$ cat config.mk
export PLATFORM = sky130hd
export DESIGN_NAME = odd_sum_squarer
export DESIGN_NICKNAME = d
export VERILOG_FILES = /design/src/rtl/sqr_pkg.sv /design/src/rtl/sqr_ctrl.sv /design/src/rtl/sqr_datapath.sv /design/src/rtl/odd_sum_squarer.sv
export SDC_FILE = /design/constraint.sdc
export NUM_CORES = 1
export LEC_CHECK = 0
export BUFFER_PORTS_ARGS = -buffer_cell sky130_fd_sc_hd__buf_2
export CORE_MARGIN = 3
export CORE_UTILIZATION = 53
export DETAILED_ROUTE_END_ITERATION = 10
export GPL_TIMING_DRIVEN = 0
export PLACE_DENSITY = 0.8
export SETUP_SLACK_MARGIN = 0.5
export SYNTH_ARGS = -nofsm -noshare
export SYNTH_HDL_FRONTEND = slang
export SYNTH_SLANG_ARGS = --single-unit
$ cat constraint.sdc
create_clock -name clk -period 1.9 [get_ports clk]
set_clock_uncertainty 0.1 [all_clocks]
set_input_delay 0.285 -clock clk [delete_from_list [all_inputs] [get_ports clk]]
set_output_delay 0.285 -clock clk [all_outputs]
set_load 0.005 [all_outputs]
$ cat src/rtl/sqr_pkg.sv
package sqr_pkg;

  typedef enum logic [0:0] {
    ST_IDLE = 1'b0,
    ST_RUN  = 1'b1
  } sqrState_e;

  // strobes from control to datapath
  typedef struct packed {
    logic load;        // latch operand, clear sum, odd term to 1
    logic step;        // add odd term, advance odd term and counter
    logic finish;      // capture final sum into result
    logic zeroFinish;  // capture zero into result without iterating
  } sqrStrobe_t;

endpackage

$ cat src/rtl/sqr_ctrl.sv
module sqr_ctrl
  import sqr_pkg::*;
(
  input  logic       clk,
  input  logic       rstN,
  input  logic       start,
  input  logic       opIsZero,
  input  logic       lastIter,
  output sqrStrobe_t strobe,
  output logic       busy,
  output logic       done
);

  sqrState_e stateQ, stateD;

  always_comb begin
    strobe = '0;
    stateD = stateQ;
    case (stateQ)
      ST_IDLE: begin
        if (start) begin
          if (opIsZero) begin
            strobe.zeroFinish = 1'b1;
          end else begin
            strobe.load = 1'b1;
            stateD      = ST_RUN;
          end
        end
      end
      ST_RUN: begin
        strobe.step = 1'b1;
        if (lastIter) begin
          strobe.finish = 1'b1;
          stateD        = ST_IDLE;
        end
      end
      default: stateD = ST_IDLE;
    endcase
  end

  always_ff @(posedge clk or negedge rstN) begin
    if (!rstN) begin
      stateQ <= ST_IDLE;
      done   <= 1'b0;
    end else begin
      stateQ <= stateD;
      done   <= strobe.finish | strobe.zeroFinish;
    end
  end

  assign busy = (stateQ == ST_RUN);

  // completion pulse lasts one cycle
  a_r6_done_pulse: assert property (@(posedge clk) disable iff (!rstN)
    done |=> !done);

  // never done while iterating
  a_r6_done_not_busy: assert property (@(posedge clk) disable iff (!rstN)
    done |-> !busy);

  // a start during a non-final iteration keeps the unit running, no pulse
  a_r8_start_ignored: assert property (@(posedge clk) disable iff (!rstN)
    (busy && start && !lastIter) |=> (busy && !done));

endmodule

$ cat src/rtl/sqr_datapath.sv
module sqr_datapath
  import sqr_pkg::*;
#(
  parameter int WIDTH = 8
) (
  input  logic               clk,
  input  logic               rstN,
  input  logic [WIDTH-1:0]   operand,
  input  sqrStrobe_t         strobe,
  output logic               opIsZero,
  output logic               lastIter,
  output logic [2*WIDTH-1:0] result
);

  localparam int ACC_W = 2 * WIDTH;
  localparam int ODD_W = WIDTH + 1;   // largest odd term after last step is 2n+1

  logic [WIDTH-1:0] countQ;
  logic [ODD_W-1:0] oddQ;
  logic [ACC_W-1:0] accQ;
  logic [ACC_W-1:0] sumNext;
  logic [ACC_W-1:0] resultQ;

  assign sumNext  = accQ + ACC_W'(oddQ);
  assign opIsZero = (operand == '0);
  assign lastIter = (countQ == WIDTH'(1));

  always_ff @(posedge clk or negedge rstN) begin
    if (!rstN) begin
      countQ <= '0;
      oddQ   <= ODD_W'(1);
      accQ   <= '0;
    end else if (strobe.load) begin
      countQ <= operand;
      oddQ   <= ODD_W'(1);
      accQ   <= '0;
    end else if (strobe.step) begin
      countQ <= countQ - WIDTH'(1);
      oddQ   <= oddQ + ODD_W'(2);
      accQ   <= sumNext;
    end
  end

  always_ff @(posedge clk or negedge rstN) begin
    if (!rstN) begin
      resultQ <= '0;
    end else if (strobe.zeroFinish) begin
      resultQ <= '0;
    end else if (strobe.finish) begin
      resultQ <= sumNext;
    end
  end

  assign result = resultQ;

  // each iteration moves to the next odd number
  a_r3_odd_step: assert property (@(posedge clk) disable iff (!rstN)
    strobe.step |=> (oddQ == $past(oddQ) + ODD_W'(2)));

  // accumulator never wraps
  a_r3_no_overflow: assert property (@(posedge clk) disable iff (!rstN)
    strobe.step |-> (sumNext > accQ));

  // one iteration per cycle, never stepping past zero
  a_r4_count_down: assert property (@(posedge clk) disable iff (!rstN)
    strobe.step |-> (countQ != '0));

  // result only moves on completion
  a_r7_result_hold: assert property (@(posedge clk) disable iff (!rstN)
    !(strobe.finish || strobe.zeroFinish) |=> $stable(resultQ));

endmodule

$ cat src/rtl/odd_sum_squarer.sv
module odd_sum_squarer
  import sqr_pkg::*;
#(
  parameter int WIDTH = 8
) (
  input  logic               clk,
  input  logic               rstN,
  input  logic               start,
  input  logic [WIDTH-1:0]   operand,
  output logic               busy,
  output logic               done,
  output logic [2*WIDTH-1:0] result
);

  sqrStrobe_t strobe;
  logic       opIsZero;
  logic       lastIter;

  sqr_ctrl u_ctrl (
    .clk      (clk),
    .rstN     (rstN),
    .start    (start),
    .opIsZero (opIsZero),
    .lastIter (lastIter),
    .strobe   (strobe),
    .busy     (busy),
    .done     (done)
  );

  sqr_datapath #(.WIDTH(WIDTH)) u_dp (
    .clk      (clk),
    .rstN     (rstN),
    .operand  (operand),
    .strobe   (strobe),
    .opIsZero (opIsZero),
    .lastIter (lastIter),
    .result   (result)
  );

  // nonzero start while idle raises busy
  a_r2_accept: assert property (@(posedge clk) disable iff (!rstN)
    (start && !busy && operand != '0) |=> busy);

  // zero operand completes at once with zero
  a_r5_zero_fast: assert property (@(posedge clk) disable iff (!rstN)
    (start && !busy && operand == '0) |=> (done && !busy && result == '0));

  // any change of result coincides with done
  a_r7_change_on_done: assert property (@(posedge clk) disable iff (!rstN)
    !$stable(result) |-> done);

endmodule

==> summary.md, run 1 <==
| Metric | Value |
|---|---|
| Status | `complete, but fails checks` |
| Failing checks | `negative setup slack` |
| Fmax | `457.4 MHz` |
| Critical path capture point type | `flop` |
| Share of layout cells above drive strength 1 | `0.5113` |
| Antenna violations before repair | `0` |
| Slew Limit Headroom | `0.2519` |
| Critical Path AT | `2300 ps` |
| DIE AREA | `6169 um^2` |
| Synth top area cells | `dfrtp_1 (45%), ha_1 (5.4%), nand2_1 (4.7%)` |
| Ant diodes | `0` |
| P_int | `4.964 mW` |
| Post-synthesis cell count | `281` |
| Vias in the first global route | `2663` |
| Via count | `2798` |
| WS Path Type | `flop to flop` |
| Post-Layout Cell Count | `421` |
| Num rows | `25` |
| I/O pin cnt | `29` |
| Slew Limit Fails | `0` |
| FF-to-FF Start | `u_dp.accQ[0]$_DFFE_PN0P_` |
| Core Area | `4911 um^2` |
| Register area share after synthesis | `0.4581` |
| Syn Nets | `305` |
| Hold Crit Class | `input port to asynchronous set/reset pin` |
| Pwr Density | `2117 nW/um^2` |
| Min Tclk post-route | `2186 ps` |
| Largest net degree at the start of global routing | `52` |
| Post-cts hold buffer count | `0` |
| DRT iter0 DRCs | `264` |
| First-pass GRT wire length | `13420 um` |
| Syn avg cell area | `9.925 um^2` |
| First-pass iteration count of the detailed router | `5` |
| Mapped cell area | `2789 um^2` |
| Via density | `6.646` |
| Dpl ws | `-271.6 ps` |
| Initial Util | `0.5679` |
| Fraction of registers with async set/reset | `1.000` |
| Placed cell count | `376` |
| Peak VDD IR | `0.001524 V` |
| Worst r2r path cells | `7` |
| Unrepaired setup endpoints after global routing | `true` |
| Final setup vio count | `22` |
| Yosys top cell by area | `dfrtp_1` |
| Switch share | `0.4345` |
| DP HPWL | `4464 um` |
| Setup WS post-layout | `-286.4 ps` |
| Port bufs | `28` |
| Critical Path RT | `2010 ps` |
| Sequential share of power | `0.252` |
| FF-to-FF setup slack | `-290 ps` |
| Placer Congestion | `0.8140` |
| Critical path fanouts, max | `3` |
| H-tree Lvls | `2` |
| Synth-to-layout area growth | `48.68%` |
| TritonCTS Buffers | `5` |
| Yosys top cell area share | `0.4486` |
| Clock slew at reported path FFs | `100 ps` |
| Switching pwr | `3.814 mW` |
| Worst-margin pin slew | `1122 ps` |
| Worst flop-to-flop path endpoint | `u_dp.accQ[8]$_DFFE_PN0P_` |
| Max_cap viols | `0` |
| Die Y | `78.54 um` |
| EDFF count, synth | `0` |
| CTS root buf | `clkbuf_8` |
| Gate power share | `0.643` |
| Leak | `1.749 nW` |
| Top_reg_cell synth | `dfrtp_1` |
| Die Span X | `78.54 um` |
| Clk_lat worst skew | `310 ps` |
| GRT Total Usage | `0.2804` |
| Clock power frac | `0.104` |
| Fillcell total | `237` |
| Final wirelength | `9222 um` |
| Final ANT Viol Nets | `0` |
| Yosys Warn Count | `0` |
| Post-synth top cells | `dfrtp_1 (50), nand2_1 (35), a21oi_1 (15), o21ai_0 (15)` |
| DR DRC count | `0` |
| DR WL/cell | `21.90 um` |
| Top-count cell post-synth | `dfrtp_1` |
| Worst Setup SP | `u_dp.accQ[0]$_DFFE_PN0P_` |
| Startpoint Class | `flop` |
| Yosys cell types | `50` |
| CTS Sinks | `51` |
| Final Hold Viols | `0` |
| Placed Area | `3174 um^2` |
| Tcrit/Tclk final | `1.151` |
| CTS tree | `done` |
| Nets | `377` |
| Total grt overflow | `0` |
| Max Root-Sink Buffers | `2` |
| Flops & latches, synth | `51` |
| Design area | `4146 um^2` |
repair_timing:
| item | in CTS | in global routing |
|---|---|---|
| buffers inserted | 23 | 10 |
| gates cloned | 3 | 1 |
| hold endpoints to repair | 0 | 0 |
| pin swaps | 25 | 37 |
| resized for setup | 69 | 50 |
| setup endpoints to repair | 51 | 51 |
state kept, by name (all words and copies together), names as in the netlist:
name and count:
u_dp.countQ 8, u_dp.accQ 16, u_dp.result 16, u_dp.oddQ 9, u_ctrl.done 1, u_ctrl.busy 1
layer usage:
| metal | routed length, um | GRT usage | up-vias |
|---|---|---|---|
| met5 | 0 | 0 | - |
| met4 | 458 | 0.1311 | 0 |
| met3 | 646 | 0.05963 | 49 |
| met2 | 4553 | 0.4618 | 153 |
| met1 | 3563 | 0.3509 | 1393 |
| li1 | - | - | 1203 |
cell type report:
class                      instances  area, um^2  area share
buffer                            14       126.4     0.03048
inverter                           5       18.77    0.004526
sequential                        51        1290      0.3111
clock inverter                     3       67.56     0.01629
tap                               67       83.83     0.02022
timing repair buffer              63       491.7      0.1186
clock buffer                       5       68.82     0.01660
multi-input combinational        213        1999      0.4822
stage by stage:
step / setup TNS (ps) / power, mW / hold slack (ps) / utilization
5_1_grt: -5195 / 9.276 / 139.6 / 0.8443
2_1_floorplan: -690.1 / 4.881 / -110.6 / -
3_5_place_dp: -4023 / 5.653 / 365.8 / 0.6464
4_1_cts: -2317 / 7.550 / 103.8 / 0.7773
3_3_place_gp: -3478 / 5.532 / 363.6 / 0.6464
6_report: -3566 / 8.778 / 84.30 / 0.8443
cells in the final DEF, fill, tap and decap left out, types with 8 or more instances in the layout:
| master | netlist | routed |
|---|---|---|
| a22o_1 | 13 | 13 |
| dfrtp_1 | 50 | 40 |
| ha_4 | 0 | 10 |
| buf_6 | 1 | 18 |
| buf_4 | 0 | 26 |
| dfrtp_2 | 0 | 10 |
| o21ai_1 | 1 | 12 |
| nand2_1 | 35 | 30 |
| buf_2 | 5 | 24 |
| a22o_2 | 8 | 8 |
| nand4_1 | 8 | 8 |
power by group through the flow:
stage               combinational, mW  clock (mW)  sequential (mW)
detailed placement               3.56           0             2.10
global route                     6.05       0.972             2.26
global placement                 3.46           0             2.08
finish                           5.65       0.917             2.21
floorplan                        2.87           0             2.01
CTS                              4.52       0.919             2.11
kinds of logic (layout without fill, tap and decap cells):
| kind of cell | count (synthesis) | after routing | share of synthesized area |
|---|---|---|---|
| buffers and inverters | 19 | 90 | 0.03051 |
| adder cells (fa/ha/maj) | 13 | 13 | 0.06101 |
| flip-flops | 51 | 51 | 0.4581 |
| XOR/XNOR | 14 | 14 | 0.04396 |
| AO/OA/AOI/OAI | 87 | 87 | 0.2288 |
| AND/OR/NAND/NOR | 97 | 99 | 0.1777 |
how the worst max path moves through the flow:
stage                                      end  slack [ps]  depth (start not counted)
finish                u_dp.accQ[8]$_DFFE_PN0P_        -290                          7
floorplan             u_dp.accQ[8]$_DFFE_PN0P_        -110                          7
detailed placement    u_dp.accQ[8]$_DFFE_PN0P_        -270                          7
CTS                   u_dp.accQ[8]$_DFFE_PN0P_        -240                          7
global placement    u_dp.result[8]$_DFFE_PN0P_        -250                          7
global route          u_dp.accQ[8]$_DFFE_PN0P_        -360                          7
critical path, stage by stage, from the launching register on:
cell and delay [ps]:
dfrtp_1 420, ha_4 190, fa_2 390, a211oi_4 300
o21ai_1 120, a31oi_1 230, xnor2_1 120, a22o_2 210
Note: power is estimated with default switching activity, not from simulation.
==> run 2, diff against run 1 <==
--- a/config.mk
+++ b/config.mk
@@ -8,10 +8,12 @@
 export BUFFER_PORTS_ARGS = -buffer_cell sky130_fd_sc_hd__buf_2
 export CORE_MARGIN = 3
 export CORE_UTILIZATION = 53
+export CTS_CLUSTER_DIAMETER = 100
 export DETAILED_ROUTE_END_ITERATION = 10
 export GPL_TIMING_DRIVEN = 0
 export PLACE_DENSITY = 0.8
-export SETUP_SLACK_MARGIN = 0.5
+export SETUP_SLACK_MARGIN = 0.05
+export SLEW_MARGIN = 10
 export SYNTH_ARGS = -nofsm -noshare
 export SYNTH_HDL_FRONTEND = slang
 export SYNTH_SLANG_ARGS = --single-unit
==> run 2 against run 1 <==
Compared with the run above:
- the run still ends with negative setup slack left
- highest routed layer unchanged
- critical path depth unchanged
- sequential share of layout area up 4.6 points
- largest power group unchanged
- sequential cell count unchanged
- global-route usage down 3.5 points
- sequential power down 4%
- hold slack better by 7.5 ps
- non-clock buffer count down 13
- routed wire length down 19%
- combinational power down 13%
- clock power down 23%
- worst setup slack better by 71 ps
- final area down 13%
==> summary.md, run 2 (synthesis gave the netlist of run 1 again) <==
| Metric | Value |
|---|---|
| Nets | `362` |
| Worst-margin pin slew | `643.7 ps` |
| Crit-path max cell delay | `420 ps` |
| Hold Crit Class | `input port to flop` |
| Die Y | `78.54 um` |
| Placer Congestion | `0.8784` |
| Pwr Total | `7.771 mW` |
| Max_cap viols | `0` |
| Worst Hold Depth | `3` |
| Antenna violations before repair | `0` |
| Slew Limit Headroom | `0.5709` |
| Startpoint Class | `flop` |
| Status | `complete, but fails checks` |
| Share of layout cells above drive strength 1 | `0.3481` |
| DRT iter0 DRCs | `199` |
| Setup WS post-layout | `-215.8 ps` |
| Final wirelength | `7491 um` |
| Largest net degree at the start of global routing | `52` |
| Tcrit/Tclk final | `1.114` |
| Critical Path RT | `2010 ps` |
| Pwr Density | `2166 nW/um^2` |
| Total grt overflow | `0` |
| Clk_lat worst skew | `310 ps` |
| First-pass iteration count of the detailed router | `6` |
| Synth-to-layout area growth | `28.62%` |
| CTS tree | `done` |
| DIE AREA | `6169 um^2` |
| Final Hold Viols | `0` |
| DR WL/cell | `18.45 um` |
| Port bufs | `28` |
| Via density | `6.384` |
| Die Span X | `78.54 um` |
| Critical path capture point type | `flop` |
| WS Path Type | `flop to flop` |
| Max Root-Sink Buffers | `2` |
| Critical path's slowest cell | `dfrtp_1` |
| FF-to-FF Start | `u_dp.accQ[0]$_DFFE_PN0P_` |
| Min-Delay Startpoint | `operand[3]` |
| Core Area | `4911 um^2` |
| CP Cell Sequence | `ha_4 -> fa_2 -> a211oi_4 -> o21ai_1 -> a31oi_1 -> xnor2_1 -> a22o_2` |
| I/O pin cnt | `29` |
| Unrepaired setup endpoints after global routing | `true` |
| Via count | `2592` |
| Peak VDD IR | `0.001254 V` |
| Initial Util | `0.5679` |
| Dpl ws | `-280.6 ps` |
| GRT Total Usage | `0.2454` |
| Fmax | `472.6 MHz` |
| Critical path fanouts, max | `3` |
| DR DRC count | `0` |
| Vias in the first global route | `2552` |
| Worst Setup SP | `u_dp.accQ[0]$_DFFE_PN0P_` |
| Final setup vio count | `22` |
| CTS root buf | `clkbuf_8` |
| First-pass GRT wire length | `12090 um` |
| DP HPWL | `4511 um` |
| CTS Sinks | `51` |
| Slew Limit Fails | `0` |
| H-tree Lvls | `2` |
| Most frequent cells in the layout | `dfrtp_1 (47), nand2_1 (33), buf_2 (30)` |
| Commonest non-fill, non-tap cell in the layout | `dfrtp_1` |
| Clock slew at reported path FFs | `90 ps` |
| Ant diodes | `0` |
| Worst r2r path cells | `7` |
| Leak | `1.549 nW` |
| Critical Path AT | `2220 ps` |
| Min Tclk post-route | `2116 ps` |
| Final ANT Viol Nets | `0` |
| Failing checks | `negative setup slack` |
| Num rows | `25` |
| TritonCTS Buffers | `5` |
==> run 2: final timing paths <==
| kind | to | slack, ps |
|---|---|---|
| min in group asynchronous | u_dp.result[5]$_DFFE_PN0P_ | 430 |
| max in group asynchronous | u_dp.accQ[1]$_DFFE_PN0P_ | 790 |
| worst max-delay path | u_dp.accQ[8]$_DFFE_PN0P_ | -220 |
| worst min register to register | u_dp.result[0]$_DFFE_PN0P_ | 410 |
| worst max register to register | u_dp.accQ[8]$_DFFE_PN0P_ | -220 |
| worst min-delay path | u_dp.countQ[3]$_DFFE_PN0P_ | 90 |
==> run 2: critical path: cells and delay by family (launching register included) <==
| family | cells | cell delay (ps) |
|---|---|---|
| flops | 1 | 420 |
| xor+xnor | 1 | 110 |
| fa+ha+maj | 2 | 560 |
| compound gates | 4 | 830 |
==> run 2: timing repair <==
item	4_1_cts	5_1_grt
setup endpoints to repair	39	31
hold buffers	0	1
pin swaps	21	22
setup buffers	14	9
gates resized for setup	33	24
hold endpoints to repair	0	50
==> run 2: power by group <==
group	switching (mW)	internal (mW)
Clock	0.377	0.332
Sequential	0.503	1.61
Combinational	2.46	2.49
Total	3.34	4.43
==> run 2: final cells by class <==
cell class / instances / area [um^2]
Timing Repair Buffer: 50 / 329.1
Inverter: 5 / 18.77
Clock inverter: 1 / 7.507
Clock buffer: 7 / 96.34
Buffer: 14 / 91.34
Tap cell: 67 / 83.83
Multi-Input combinational cell: 211 / 1679
Fill cell: 349 / 1324
Sequential cell: 51 / 1281
==> run 2: routing by layer <==
layer	global-route usage	up-vias	part of all wire
li1	-	1174	-
met1	0.3168	1298	0.43
met2	0.3998	105	0.51
met3	0.04472	15	0.047
met4	0.1119	0	0.019
met5	0	-	0
==> run 2: stage by stage <==
stage               cell area [um^2]  setup TNS [ps]  hold WS [ps]  utilization  instances
finish                          3587           -2997         91.82       0.7304        406
global route                    3587           -4849         100.2       0.7304        406
CTS                             3415           -1892         87.88       0.6953        398
detailed placement              3068           -4936         379.2       0.6247        376
global placement                3068           -4361         381.7       0.6247        376
floorplan                       2844          -697.4        -110.6            -        281
==> run 3, diff against run 2 <==
--- a/config.mk
+++ b/config.mk
@@ -6,12 +6,14 @@
 export NUM_CORES = 1
 export LEC_CHECK = 0
 export BUFFER_PORTS_ARGS = -buffer_cell sky130_fd_sc_hd__buf_2
+export CAP_MARGIN = 0
 export CORE_MARGIN = 3
 export CORE_UTILIZATION = 53
 export CTS_CLUSTER_DIAMETER = 100
 export DETAILED_ROUTE_END_ITERATION = 10
 export GPL_TIMING_DRIVEN = 0
 export PLACE_DENSITY = 0.8
+export REMOVE_ABC_BUFFERS = 1
 export SETUP_SLACK_MARGIN = 0.05
 export SLEW_MARGIN = 10
 export SYNTH_ARGS = -nofsm -noshare
==> run 3 against run 2 <==
Compared with the run above:
- the flow still finishes with violations (negative setup slack)
- total power shrank 2.6%
- sequential share of layout area grew 0.72 points
- critical path depth is the same
- non-clock buffer count shrank 12
- clock power shrank 13%
- sequential power grew 3%
- largest cell class unchanged
- first-iteration DRC count grew 7.5%
- register-to-register slack is essentially flat
==> summary.md, run 3 (synthesis gave the netlist of run 1 again) <==
| Metric | Value |
|---|---|
| Status | `complete, but fails checks` |
| Failing checks | `negative setup slack` |
| GR Util met2 | `0.3744` |
| Pwr Density | `2148 nW/um^2` |
| CP Cell Sequence | `ha_4 -> fa_2 -> a211oi_4 -> nor3_2 -> o211ai_1 -> xnor2_1 -> a22o_2` |
| Hold Crit Class | `input port to flop` |
| Leak | `1.523 nW` |
| Total grt overflow | `0` |
| Largest net degree at the start of global routing | `52` |
| GRT Max-Usage Layer | `met2` |
| TritonCTS Buffers | `5` |
| Ant diodes | `0` |
| Port bufs | `28` |
| Fmax | `471.3 MHz` |
| Critical Path AT | `2240 ps` |
| Final ANT Viol Nets | `0` |
| Crit-path max cell delay | `410 ps` |
| Placed cell count | `362` |
| Clock slew at reported path FFs | `90 ps` |
| CTS root buf | `clkbuf_8` |
| Via density | `6.170` |
| First-pass iteration count of the detailed router | `5` |
| Slew Limit Headroom | `0.6290` |
| Post-Layout Cell Count | `395` |
| Placer Congestion | `0.8695` |
| Area of the multi-input gates | `1674 um^2` |
| Vias in the first global route | `2380` |
| DIE AREA | `6169 um^2` |
| Fillcell total | `363` |
| Routing usage on met1 | `0.3287` |
| Critical path's slowest cell | `dfrtp_1` |
| Hold_ws | `111.8 ps` |
| Reg area | `1284 um^2` |
| DR DRC count | `0` |
| Final wirelength | `7141 um` |
| Final Hold Viols | `0` |
| DP HPWL | `3919 um` |
| Critical path capture point type | `flop` |
| GR Util met3 | `0.05390` |
| Design area | `3523 um^2` |
| Tcrit/Tclk final | `1.117` |
| Peak VDD IR | `0.001339 V` |
| Setup WS post-layout | `-221.6 ps` |
| Via count | `2437` |
| H-tree Lvls | `2` |
| GRT Total Usage | `0.2404` |
| Synth-to-layout area growth | `26.33%` |
| CTS Sinks | `51` |
| FF-to-FF setup slack | `-220 ps` |
| Min Tclk post-route | `2122 ps` |
| Fin Setup TNS | `-2724 ps` |
| Worst path bufs/invs | `0` |
| CTS tree | `done` |
| Max_cap viols | `0` |
| Most frequent cells in the layout | `dfrtp_1 (47), nand2_1 (33), buf_2 (28)` |
| Unrepaired setup endpoints after global routing | `true` |
| Die Span X | `78.54 um` |
| I/O pin cnt | `29` |
| Final setup vio count | `21` |
| Nets | `351` |
| Delay-heaviest family, CP | `compound AO/OA/AOI/OAI gates` |
| Share of layout cells above drive strength 1 | `0.3232` |
| Core Area | `4911 um^2` |
| Startpoint Class | `flop` |
| DRT iter0 DRCs | `214` |
| Clk_lat worst skew | `320 ps` |
| Worst-margin pin slew | `556.6 ps` |
| Critical path fanouts, max | `3` |
| First-pass GRT wire length | `11700 um` |
| Initial Util | `0.5679` |
| DR WL/cell | `18.08 um` |
| Slew Limit Fails | `0` |
| Pwr Total | `7.570 mW` |
| Critical Path RT | `2020 ps` |
| WS Path Type | `flop to flop` |
| Commonest non-fill, non-tap cell in the layout | `dfrtp_1` |
| Antenna violations before repair | `0` |
| Placed Area | `2948 um^2` |
| Die Y | `78.54 um` |
| Max Root-Sink Buffers | `2` |
| Num rows | `25` |
[run 3: per-layer routing]
| metal | share of wire | vias up |
|---|---|---|
| li1 | - | 1153 |
| met1 | 0.44 | 1192 |
| met2 | 0.49 | 80 |
| met3 | 0.055 | 12 |
| met4 | 0.015 | 0 |
| met5 | 0 | - |
[run 3: worst min-delay path, delay by kind of cell]
kind,cells,cell delay [ps]
simple gates,1,60
compound gates,1,60
buf+inv,1,100
[run 3: final cells by class]
cell class | instances | share of cell area
multi-input combinational | 212 | 0.4751
tap | 67 | 0.02379
inverter | 5 | 0.005327
sequential | 51 | 0.3643
timing repair buffer | 52 | 0.1087
clock buffer | 8 | 0.02273
[run 3: where the power goes]
| group | total, mW | switching, mW | internal (mW) |
|---|---|---|---|
| logic | 4.76 | 2.28 | 2.48 |
| registers | 2.19 | 0.577 | 1.61 |
| clock network | 0.620 | 0.357 | 0.263 |
[run 3: timing repair]
action | CTS | global route
endpoints found under the hold margin | 0 | 23
resized for setup | 44 | 8
endpoints found under the setup margin | 41 | 29
buffers inserted | 17 | 5
pin swaps | 22 | 13
cloned | 1 | 0
hold buffers | 0 | 1
[run 3: final timing paths]
path | cells past startpoint | endpoint | startpoint
max in group asynchronous | 3 | u_dp.oddQ[0]$_DFFE_PN1P_ | rstN
hold / removal | 3 | u_dp.countQ[3]$_DFFE_PN0P_ | operand[3]
min in group asynchronous | 2 | u_dp.accQ[10]$_DFFE_PN0P_ | rstN
hold reg to reg | 1 | u_dp.result[0]$_DFFE_PN0P_ | u_dp.result[0]$_DFFE_PN0P_
setup / recovery | 7 | u_dp.accQ[14]$_DFFE_PN0P_ | u_dp.accQ[0]$_DFFE_PN0P_
setup reg to reg | 7 | u_dp.accQ[14]$_DFFE_PN0P_ | u_dp.accQ[0]$_DFFE_PN0P_
[run 3: metrics by stage]
step,utilization,worst slack [ps]
finish,0.7175,-221.6
detailed placement,0.6003,-948.5
floorplan,-,-594.5
global placement,0.6000,-1405
CTS,0.6922,-280.4
global route,0.7175,-301.8
